--- config.mk ---
export PLATFORM = sky130hd
export DESIGN_NAME = tmr_ctl_reg
export DESIGN_NICKNAME = d
export VERILOG_FILES = /design/src/rtl/tmr_ctl_reg.sv
export SDC_FILE = /design/constraint.sdc
export NUM_CORES = 1
export LEC_CHECK = 0
export BUFFER_PORTS_ARGS = -buffer_cell sky130_fd_sc_hd__buf_4
export CORE_AREA = 2 2 39 41
export DETAILED_ROUTE_END_ITERATION = 10
export DIE_AREA = 0 0 41 43
export PLACE_DENSITY = 0.51
export SYNTH_ARGS = -nofsm -noshare
export SYNTH_HDL_FRONTEND = slang
export SYNTH_SLANG_ARGS = --single-unit
--- constraint.sdc ---
create_clock -name clk -period 1.1 [get_ports clk]
set_clock_uncertainty 0.2 [all_clocks]
set_input_delay 0.22 -clock clk [delete_from_list [all_inputs] [get_ports clk]]
set_output_delay 0.22 -clock clk [all_outputs]
set_load 0.02 [all_outputs]
--- src/rtl/tmr_ctl_reg.sv ---
module tmr_ctl_reg (
  input  logic       clk,
  input  logic       rst_n,
  input  logic       wr_en,
  input  logic [7:0] wdata,
  input  logic       tick,
  input  logic       edge_evt,
  input  logic       underflow_evt,
  output logic [7:0] rdata,
  output logic       count_en,
  output logic       pout_reset
);
  localparam int RUN_B  = 0;
  localparam int STOP_B = 2;
  localparam int EDGE_B = 4;
  localparam int UNF_B  = 5;

  logic run_req, run_sts, edge_flg, unf_flg, pout_q;
  logic force_stop;

  assign force_stop = wr_en & wdata[STOP_B];

  always_ff @(posedge clk or negedge rst_n) begin
    if (!rst_n) begin
      run_req  <= 1'b0;
      run_sts  <= 1'b0;
      edge_flg <= 1'b0;
      unf_flg  <= 1'b0;
      pout_q   <= 1'b0;
    end else begin
      pout_q <= force_stop;
      if (force_stop) begin
        run_req <= 1'b0;
        run_sts <= 1'b0;
      end else begin
        if (wr_en) run_req <= wdata[RUN_B];
        if (tick)  run_sts <= run_req;
      end
      if (edge_evt)                       edge_flg <= 1'b1;
      else if (wr_en && !wdata[EDGE_B])   edge_flg <= 1'b0;
      if (underflow_evt)                  unf_flg  <= 1'b1;
      else if (wr_en && !wdata[UNF_B])    unf_flg  <= 1'b0;
    end
  end

  logic unused_wbits;
  assign unused_wbits = ^{wdata[7:6], wdata[3], wdata[1]};

  assign rdata      = {2'b00, unf_flg, edge_flg, 1'b0, 1'b0, run_sts, run_req};
  assign count_en   = run_sts;
  assign pout_reset = pout_q;
endmodule


**Word level (Yosys, flattened, before mapping)**

Cells that the tools add are included.
Widths: inputs -> output; s select.

- Multiplexer cells: 8
- Bitwise operators: 1
- Reductions and logical operators: 8

Operators by type and width:

| kind | count |
|---|---|
| $mux 1 | 8 |
| $reduce_bool 2->1 | 4 |
| $logic_and 1x1->1 | 2 |
| $logic_not 1->1 | 2 |
| $and 1x1->1 | 1 |

- Flip-flop bits (word level): 5
- Input bits: 14
- Output and inout port bits: 10
- Logic and storage cells: 22

**Longest topological paths before layout**

Gate-level depths: netlist of the first run.

- Depth in word-level cells: 4
- Mapped depth: 2
- Depth with buffers taken out: 2

**Worst setup path after synthesis of the first run**

Ideal clock, no wire load.

- Path type: register to output
- Start point: register run_sts (netlist: count_en)
- End point: output rdata[1]
- Data arrival time: 0.625 ns
- Required time: 0.680 ns
- Path slack: 0.055 ns
- Cell stages (with the launch flop): 2
- Buffers on the path: 1
- Cell sequence: dfrtp_1 buf_4

RTL lines:

| item | line | RTL |
|---|---|---|
| from (decl) | 18 | `logic run_req, run_sts, edge_flg, unf_flg, pout_q;` |
| from (signal assigned) | 37 | `if (tick) run_sts <= run_req;` |
| to (decl) | 9 | `output logic [7:0] rdata,` |

No word-level cell between the ends.

**Final worst setup path of the first run**

- Start point: register run_sts (netlist: count_en)
- End point: output rdata[1]

No word-level cell between the ends.

==> results.md, run 1 <==
* Failing checks: setup timing
* Critical path type: reg2out
* Row Count at 14
* P_sw at 140 uW
* Min-delay src: wr_en
* Fin. max-slew vios at 0
* Die Y at 43 um
* Via count at 208
* Commonest non-fill, non-tap cell in the layout: buf_4
* Multi-input logic area at 77.6 sq um
* Die W at 41 um
* Post-Route WL at 472 um
* Yosys reg bits at 5
* Vias in the first global route at 167
* # IOs at 24
* Worst setup EP type: primary output
* Pwr dens at 1240 nW/um^2
* Worst R2R End: count_en$_DFFE_PN0P_
* Leak at 0.000233 uW
* CTS tree: built
* First-pass GRT wire length at 724 um
* Critical Path Max Stage Delay at 0.40 ns
* Cells on worst reg2reg path at 3
* Worst path top cell family by delay: flip-flops
* CP Data Required Time at 0.68 ns
* GRT Overall Usage at 7.16%
* Post-synthesis sequential area ratio at 49.0%
* Number of vias per cell at 3.47
* CTS H-tree lvls at 1
* Count of non-filler cells in the finished layout at 60
* Number of routed nets with antenna violations at 0
* Cts bufs inserted at 3
* Worst Hold End: run_req$_DFFE_PN0P_
* RSZ-0062 raised after global routing: true
* Min cycle time layout at 1.21 ns
* Sw Share at 25.4%
* Clock power share at 38.2%
* Root Buffer: clkbuf_4
* Wire per inst at 7.87 um
* Initial antenna violation count at 0
* Fraction of layout cells with a size suffix above 1 at 50.0%
* Area grow syn2layout at 73.5%
* Placed insts at 50
* Die ar. at 1760 sq um
* Peak fanout along the critical path at 3
* Reg clk slew, reported paths at 0.04 ns
* Fmax at 0.827 GHz
* Layout Nets at 59
* Max_cap viols at 0
* I/O Buffers at 15
* Final setup fails at 6
* WP buf/inv at 1
* # fillers at 152
* Initial core utilization at 18.4%
* Internal power at 411 uW
* Clock Tree Buf Depth at 2
* Skew-Pair Late Insertion Delay at 0.24 ns
* Final Cycle Share at 110%
* RePlAce Congestion at 0.638
* Final worst slack at -0.109 ns
* Core Area at 1380 sq um
* Yosys cell types at 11
* Max stage delay cell, worst path: dfrtp_1
* Reg power frac at 37.5%
* Worst reg2reg setup slack at 0.09 ns
* Crit path cell chain: buf_6
* Hold Vio Cnt, Final at 0
* Worst min-delay path category: in2reg
* WP data arrival at 0.79 ns
* Netlist Area Pre-Place at 255 sq um
* Initial drt markers at 2
* Syn Inst Count at 24
* GRT Residual Overflow at 0
* Synth Area per Inst at 10.6 sq um
* Most frequent cells in the layout: buf_4, buf_6, dfrtp_1, conb_1, clkbuf_4
* Combinational power share at 24.3%
* Status: complete, but fails checks
* DRC viols at 0
* Syn. warnings at 0
* Dpl ws at 0.137 ns
* Register Area at 125 sq um
* Total Power at 551 uW
* Drt pass-1 iters at 2
* Antenna Cells at 0
* Largest net degree at the start of global routing at 6
* R2R Path Start: run_req$_DFFE_PN0P_
* Worst-case vdd ir drop at 0.410 mV
* Worst Setup Start Kind: flip-flop
* CTS Sinks at 5
* Worst hold stages at 2
metal layers:
layer | wire (um) | GRT usage [%] | vias up
li1 | - | - | 103
met1 | 169 | 7.17 | 93
met2 | 233 | 7.81 | 12
met3 | 69 | 7.85 | 0
met4 | 0 | 6.00 | 0
met5 | 0 | 0 | -
stage by stage:
stage / util [%] / instance area, sq um / hold slack [ns] / setup TNS [ns]
after floorplan: - / 267 / -0.276 / 0
after global placement: 24.5 / 339 / -0.175 / 0
after detailed placement: 24.5 / 339 / -0.174 / 0
after CTS: 31.8 / 440 / 0.0123 / -0.550
after global routing: 32.0 / 443 / 0.00482 / -0.702
final: 32.0 / 443 / 0.0150 / -0.487
layout make-up:
cell class / instances / area share [%]
clock buffer: 4 / 5.93
inverter: 1 / 0.847
multi-input combinational: 13 / 17.5
sequential: 5 / 28.2
tap: 16 / 4.52
timing repair buffer: 21 / 42.9
cell usage after synthesis:
cell type	instances	area, sq um
a21o_1	2	15.0
and2_4	1	8.76
buf_4	8	60.1
conb_1	1	3.75
dfrtp_1	5	125
inv_1	1	3.75
mux2i_1	1	10.0
nand2b_1	2	12.5
nand3b_1	1	7.51
nor2_1	1	3.75
o21ai_0	1	5.00
worst reg2reg max path: stages (launching register included):
cell,delay (ns)
dfrtp_1,0.38
buf_4,0.14
mux2i_1,0.13
nor2_1,0.05
worst max path at each step:
stage / cells after the start / endpoint / from / slack (ns)
2_1_floorplan: 1 / rdata[1] / count_en$_DFFE_PN0P_ / 0.05
3_3_place_gp: 1 / count_en / count_en$_DFFE_PN0P_ / 0.14
3_5_place_dp: 1 / rdata[0] / run_req$_DFFE_PN0P_ / 0.14
4_1_cts: 1 / rdata[1] / count_en$_DFFE_PN0P_ / -0.12
5_1_grt: 1 / rdata[1] / count_en$_DFFE_PN0P_ / -0.14
6_report: 1 / rdata[1] / count_en$_DFFE_PN0P_ / -0.11
sequential cells by signal, summed over array words and instances, names as in the netlist:
signal	flops
count_en	1
edge_flg	1
run_req	1
pout_reset	1
unf_flg	1
cells by family (layout without fill, tap and decap cells):
logic type             after synthesis  count (layout)  synth area share, %
buffers and inverters                9              26                 25.0
flip-flops                           5               5                 49.0
AND/OR/NAND/NOR                      5               5                 12.7
AO/OA/AOI/OAI                        3               3                 7.84
other                                1               4                 1.47
multiplexers                         1               1                 3.92
what timing repair did:
action                                  in CTS  in global routing
buffers inserted                             3                  0
hold buffers                                 3                  0
hold endpoints to repair                     7                  0
endpoints found under the setup margin       6                  7
gates resized for setup                      6                  1
power groups by stage:
stage	Sequential (uW)	Clock, uW	Combinational, uW
after floorplan	212	0	68.7
after global placement	208	0	104
after detailed placement	208	0	105
after CTS	207	218	135
after global routing	208	245	144
final	207	210	134
(Power assumes the default switching activity.)
==> run 2, diff against run 1 <==
==> constraint.sdc (replaced) <==
create_clock -name clk -period 1.1 [get_ports clk]
set_clock_uncertainty 0.2 [all_clocks]
set_input_delay 0 -clock clk [delete_from_list [all_inputs] [get_ports clk]]
set_output_delay 0 -clock clk [all_outputs]
set_load 0.02 [all_outputs]
==> run 2 against run 1 <==
The flow now finishes without violations; count of clock-buffer cells in the layout did not move; routed wire length rose by 8.5%; highest routed layer unchanged; non-clock buffer count grew 4; first-iteration DRC count stayed put; global-route usage grew 0.30 points; critical path depth up 3.
==> results.md, run 2 (synthesis gave the netlist of run 1 again) <==
* Worst Hold End: edge_flg$_DFFE_PN0P_
* Die W at 41 um (unchanged)
* WP data arrival at 0.97 ns (+0.18 ns)
* Final Cycle Share at 94.0% (-16 points)
* GRT Overall Usage at 7.46% (+0.30 points)
* Peak fanout along the critical path at 1 (-2)
* Worst reg2reg setup slack at 0.21 ns (+0.12 ns)
* Pwr dens at 1180 nW/um^2 (-5.4%)
* Cells on worst reg2reg path at 2 (-1)
* Fraction of layout cells with a size suffix above 1 at 39.6% (-10 points)
* Max_cap viols at 0 (unchanged)
* Initial drt markers at 2 (unchanged)
* Hold Vio Cnt, Final at 0 (unchanged)
* Number of vias per cell at 3.47 (about the same)
* CTS tree: built
* Worst-case vdd ir drop at 0.397 mV (-3.0%)
* Wire per inst at 8.00 um (+1.7%)
* Row Count at 14 (unchanged)
* Largest net degree at the start of global routing at 6 (unchanged)
* CTS Sinks at 5 (unchanged)
* Reg clk slew, reported paths at 0.04 ns (about the same)
* Worst setup EP type: flip-flop
* Cts bufs inserted at 3 (unchanged)
* Core Area at 1380 sq um (unchanged)
* Final setup fails at 0 (-6)
* Worst hold stages at 1 (-1)
* Initial antenna violation count at 0 (unchanged)
* Worst Setup Start Kind: input pin
* Clock Tree Buf Depth at 2 (unchanged)
* Area grow syn2layout at 82.4%
* Via count at 222 (+6.7%)
* Vias in the first global route at 190 (+14%)
* RePlAce Congestion at 0.638 (unchanged)
* Min-delay src: edge_flg$_DFFE_PN0P_
* Post-Route WL at 512 um (+8.5%)
* Initial core utilization at 18.4% (unchanged)
* Final core occ at 33.6% (+1.6 points)
* Worst R2R End: count_en$_DFFE_PN0P_
* Root Buffer: clkbuf_4
* GRT Residual Overflow at 0 (unchanged)
* # IOs at 24 (unchanged)
* Number of routed nets with antenna violations at 0 (unchanged)
* Layout Nets at 63 (+6.8%)
* First-pass GRT wire length at 759 um (+4.8%)
* Most frequent cells in the layout: buf_4, dlygate4sd3_1, dfrtp_1, conb_1, clkbuf_4
* CTS H-tree lvls at 1 (unchanged)
* Worst min-delay path category: reg2reg
* RSZ-0062 raised after global routing: false
* Commonest non-fill, non-tap cell in the layout: buf_4
* Critical path type: in2reg
* Drt pass-1 iters at 2 (unchanged)
* I/O Buffers at 15 (unchanged)
* DRC viols at 0 (unchanged)
* Min cycle time layout at 1.03 ns (-0.175 ns)
* Fmax at 0.967 GHz (+17%)
* Die Y at 43 um (unchanged)
* CP Data Required Time at 1.03 ns (+0.35 ns)
* Leak at 0.000233 uW (-0.17%)
* Antenna Cells at 0 (unchanged)
* Skew-Pair Late Insertion Delay at 0.24 ns (about the same)
* Die ar. at 1760 sq um (unchanged)
* Final TNS setup at 0 ns (+0.487 ns)
* Fin. max-slew vios at 0 (unchanged)
* Status: finished, final reports clean
* R2R Path Start: run_req$_DFFE_PN0P_
## run 2: changes by cell type in the layout (fill, tap and decap cells not counted), sizes merged
cell,before,now
dlygate4sd3,2,10
buf,18,15
dlymetal6s4s,1,0
## run 2: layout make-up
| cell class | count | area, sq um |
|---|---|---|
| tap | 16 | 20.0 |
| inverter | 1 | 3.75 |
| fill | 145 | 918 |
| clock buffer | 4 | 26.3 |
| timing repair buffer | 25 | 213 |
| multi-input combinational | 13 | 77.6 |
| sequential | 5 | 125 |
## run 2: how the worst max path moves through the flow
| stage | cells past startpoint | slack (ns) | from | endpoint |
|---|---|---|---|---|
| 2_1_floorplan | 2 | 0.16 | count_en$_DFFE_PN0P_ | count_en$_DFFE_PN0P_ |
| 6_report | 4 | 0.07 | wdata[5] | unf_flg$_DFFE_PN0P_ |
| 4_1_cts | 3 | 0.02 | rst_n | edge_flg$_DFFE_PN0P_ |
| 3_5_place_dp | 2 | 0.21 | run_req$_DFFE_PN0P_ | count_en$_DFFE_PN0P_ |
| 5_1_grt | 4 | 0.06 | wdata[5] | unf_flg$_DFFE_PN0P_ |
| 3_3_place_gp | 2 | 0.22 | run_req$_DFFE_PN0P_ | count_en$_DFFE_PN0P_ |
## run 2: through the flow
step	total power [uW]	hold slack [ns]	std cells	setup WS, ns	cell area (sq um)
after floorplan	281	-0.496	27	0.156	267
after global placement	312	-0.395	50	0.219	339
after detailed placement	312	-0.394	50	0.208	339
after CTS	556	0.276	64	0.0192	465
after global routing	593	0.281	64	0.0569	465
final	548	0.270	64	0.0662	465
## run 2: repair_timing
item	in CTS	in global routing
buffers inserted	0	0
resized for setup	0	0
setup endpoints to repair	0	5
hold endpoints to repair	10	5
hold buffers	10	1
## run 2: layer usage
layer | vias to the layer above | part of all wire, % | wire length (um) | global-route usage [%]
met2 | 12 | 51 | 261 | 8.75
met5 | - | 0 | 0 | 0
met3 | 0 | 13 | 66 | 7.85
li1 | 110 | - | - | -
met4 | 0 | 0 | 0 | 6.00
met1 | 100 | 36 | 184 | 7.17
## run 2: critical path, cell delays in order
cell and delay [ns]:
dlygate4sd3_1 0.54, buf_4 0.13, nand2b_1 0.12, a21o_1 0.17
## run 2: power breakdown
group          switching [uW]  internal (uW)  total [uW]
Sequential               7.43            197         205
Clock                    74.0            137         211
Combinational            58.1           73.8         132
==> run 3, diff against run 2 <==
--- a/config.mk
+++ b/config.mk
@@ -6,10 +6,11 @@
 export NUM_CORES = 1
 export LEC_CHECK = 0
 export BUFFER_PORTS_ARGS = -buffer_cell sky130_fd_sc_hd__buf_4
-export CORE_AREA = 2 2 39 41
+export CORE_AREA = 4 4 41 43
 export DETAILED_ROUTE_END_ITERATION = 10
-export DIE_AREA = 0 0 41 43
+export DIE_AREA = 0 0 45 47
 export PLACE_DENSITY = 0.51
 export SYNTH_ARGS = -nofsm -noshare
 export SYNTH_HDL_FRONTEND = slang
 export SYNTH_SLANG_ARGS = --single-unit
+export TNS_END_PERCENT = 5
==> constraint.sdc (replaced) <==
create_clock -name clk -period 1.3 [get_ports clk]
set_clock_uncertainty 0.2 [all_clocks]
set_input_delay 0 -clock clk [delete_from_list [all_inputs] [get_ports clk]]
set_output_delay 0 -clock clk [all_outputs]
set_load 0.02 [all_outputs]
==> run 3 against run 2 <==
First-iteration DRC count is 50% higher; routed wire length grew 16%; largest cell class unchanged; cell count fell by 1.6%; worst hold slack improved by 0.0054 ns; highest routed layer unchanged; die area is 20% higher; design area shrank 0.27%; count of clock-buffer cells in the layout is the same; sequential share of layout area is 0.072 points higher; utilization increased by 2.0 points.
==> results.md, run 3 (synthesis gave the netlist of run 1 again) <==
* # fillers at 142 (-2.1%)
* Worst path top cell family by delay: buffers and inverters
* Die Y at 47 um (+9.3%)
* Cts bufs inserted at 3 (unchanged)
* Fraction of layout cells with a size suffix above 1 at 39.6% (unchanged)
* Cells on worst reg2reg path at 2 (unchanged)
* Worst hold stages at 1 (unchanged)
* Max stage delay cell, worst path: dlygate4sd3_1
* Reg clk slew, reported paths at 0.04 ns (about the same)
* Total Power at 468 uW (-15%)
* Worst Hold End: edge_flg$_DFFE_PN0P_
* # IOs at 24 (unchanged)
* Antenna Cells at 0 (unchanged)
* Peak fanout along the critical path at 5 (+4)
* Number of routed nets with antenna violations at 0 (unchanged)
* WP buf/inv at 3 (+1)
* Layout Nets at 63 (unchanged)
* Placed insts at 49 (-2.0%)
* RePlAce Congestion at 0.599 (-6.1%)
* WP data arrival at 1.29 ns (+0.32 ns)
* Leak at 0.000233 uW (unchanged)
* Worst R2R End: count_en$_DFFE_PN0P_
* Max_cap viols at 0 (unchanged)
* Clock power share at 39.0% (+0.5 points)
* Reg power frac at 37.0% (-0.4 points)
* Hold Vio Cnt, Final at 0 (unchanged)
* Final worst slack at 0.234 ns (+0.168 ns)
* GRT Overall Usage at 6.43% (-1.0 points)
* Worst setup EP type: async pin
* Final Cycle Share at 82.0%
* Row Count at 13 (-1)
* P_sw at 123 uW (-12%)
* Critical Path Max Stage Delay at 0.67 ns (+0.13 ns)
* Final core occ at 35.7% (+2.0 points)
* Internal power at 346 uW (-15%)
* Count of non-filler cells in the finished layout at 63 (-1.6%)
* Most frequent cells in the layout: buf_4, dlygate4sd3_1, dfrtp_1, conb_1, clkbuf_4
* Min-delay src: edge_flg$_DFFE_PN0P_
* Initial drt markers at 3 (+1)
* Final setup fails at 0 (unchanged)
* Combinational power share at 23.9% (-0.2 points)
* Dpl ws at 0.412 ns (+0.204 ns)
* Min cycle time layout at 1.07 ns
* Fin. max-slew vios at 0 (unchanged)
* CP Data Required Time at 1.52 ns (+0.49 ns)
* Commonest non-fill, non-tap cell in the layout: buf_4
* Area grow syn2layout at 81.9%
* Status: finished, final reports clean
* Skew-Pair Late Insertion Delay at 0.24 ns (about the same)
* DRC viols at 0 (unchanged)
* Pwr dens at 1010 nW/um^2 (-14%)
* Vias in the first global route at 218 (+15%)
* Die W at 45 um (+9.8%)
* CTS H-tree lvls at 1 (unchanged)
* Final TNS setup at 0 ns (unchanged)
* Number of vias per cell at 3.54 (+2.0%)
* Initial antenna violation count at 0 (unchanged)
* Largest net degree at the start of global routing at 6 (unchanged)
* Initial core utilization at 19.6% (+1.2 points)
* CTS tree: built
* Worst Setup Start Kind: input pin
* RSZ-0062 raised after global routing: false
* Core Area at 1300 sq um (-6.0%)
* Clock Tree Buf Depth at 2 (unchanged)
* Worst-case vdd ir drop at 0.574 mV (+44%)
* Post CTS Setup Buffer Count at 0 (unchanged)
* Drt pass-1 iters at 2 (unchanged)
* CTS Sinks at 5 (unchanged)
* Critical path type: in2async
* Root Buffer: clkbuf_4
* Crit path cell chain: dlygate4sd3_1, buf_4, dlygate4sd3_1
* First-pass GRT wire length at 869 um (+14%)
* Worst reg2reg setup slack at 0.41 ns (+0.20 ns)
* I/O Buffers at 15 (unchanged)
* Sw Share at 26.2% (+0.71 points)
* Cts repair resizes at 0 (unchanged)
* Wire per inst at 9.46 um (+18%)
* Worst min-delay path category: reg2reg
* GRT Residual Overflow at 0 (unchanged)
* Die ar. at 2120 sq um (+20%)
* R2R Path Start: run_req$_DFFE_PN0P_
* Most frequent CP cell: dlygate4sd3_1
* Post-Route WL at 596 um (+16%)
* Fmax at 0.938 GHz
* Via count at 223 (+0.45%)
## run 3: per-stage QoR
stage | area [sq um] | hold slack (ns)
floorplan | 267 | -0.496
global placement | 338 | -0.395
detailed placement | 338 | -0.393
CTS | 464 | 0.273
global route | 464 | 0.315
finish | 464 | 0.276
## run 3: per-layer routing
metal / vias up / global-route usage (%) / wire [um]
met4: 0 / 3.51 / 0
met1: 96 / 5.77 / 190
li1: 111 / - / -
met2: 16 / 9.89 / 305
met5: - / 0 / 0
met3: 0 / 5.75 / 100
## run 3: how the worst max path moves through the flow
stage,start,endpoint,cells after the start
after global routing,rst_n,run_req$_DFFE_PN0P_,3
after floorplan,count_en$_DFFE_PN0P_,count_en$_DFFE_PN0P_,2
after global placement,run_req$_DFFE_PN0P_,count_en$_DFFE_PN0P_,2
after detailed placement,run_req$_DFFE_PN0P_,count_en$_DFFE_PN0P_,2
after CTS,rst_n,unf_flg$_DFFE_PN0P_,3
final,rst_n,edge_flg$_DFFE_PN0P_,3
## run 3: cell type report
type / instances / area, sq um / share of cell area, %
Timing Repair Buffer: 25 / 213 / 45.8
Multi-Input combinational cell: 13 / 77.6 / 16.7
Tap cell: 15 / 18.8 / 4.04
Clock buffer: 4 / 26.3 / 5.66
Sequential cell: 5 / 125 / 27.0
Inverter: 1 / 3.75 / 0.809
## run 3: what timing repair did
action / 4_1_cts / 5_1_grt
hold buffers: 10 / 0
setup endpoints to repair: 0 / 0
hold endpoints to repair: 10 / 0
## run 3: worst reg2reg max path, delay by kind of cell (launching register included)
family,cells,cell delay (ns)
mux,1,0.14
simple gates,1,0.05
flops,1,0.39
## run 3: power groups by stage
stage          combinational (uW)  sequential [uW]  clock, uW
6_report                      112              173        183
5_1_grt                       121              175        194
4_1_cts                       113              174        186
3_5_place_dp                 89.2              176          0
3_3_place_gp                 88.5              176          0
2_1_floorplan                58.1              180          0
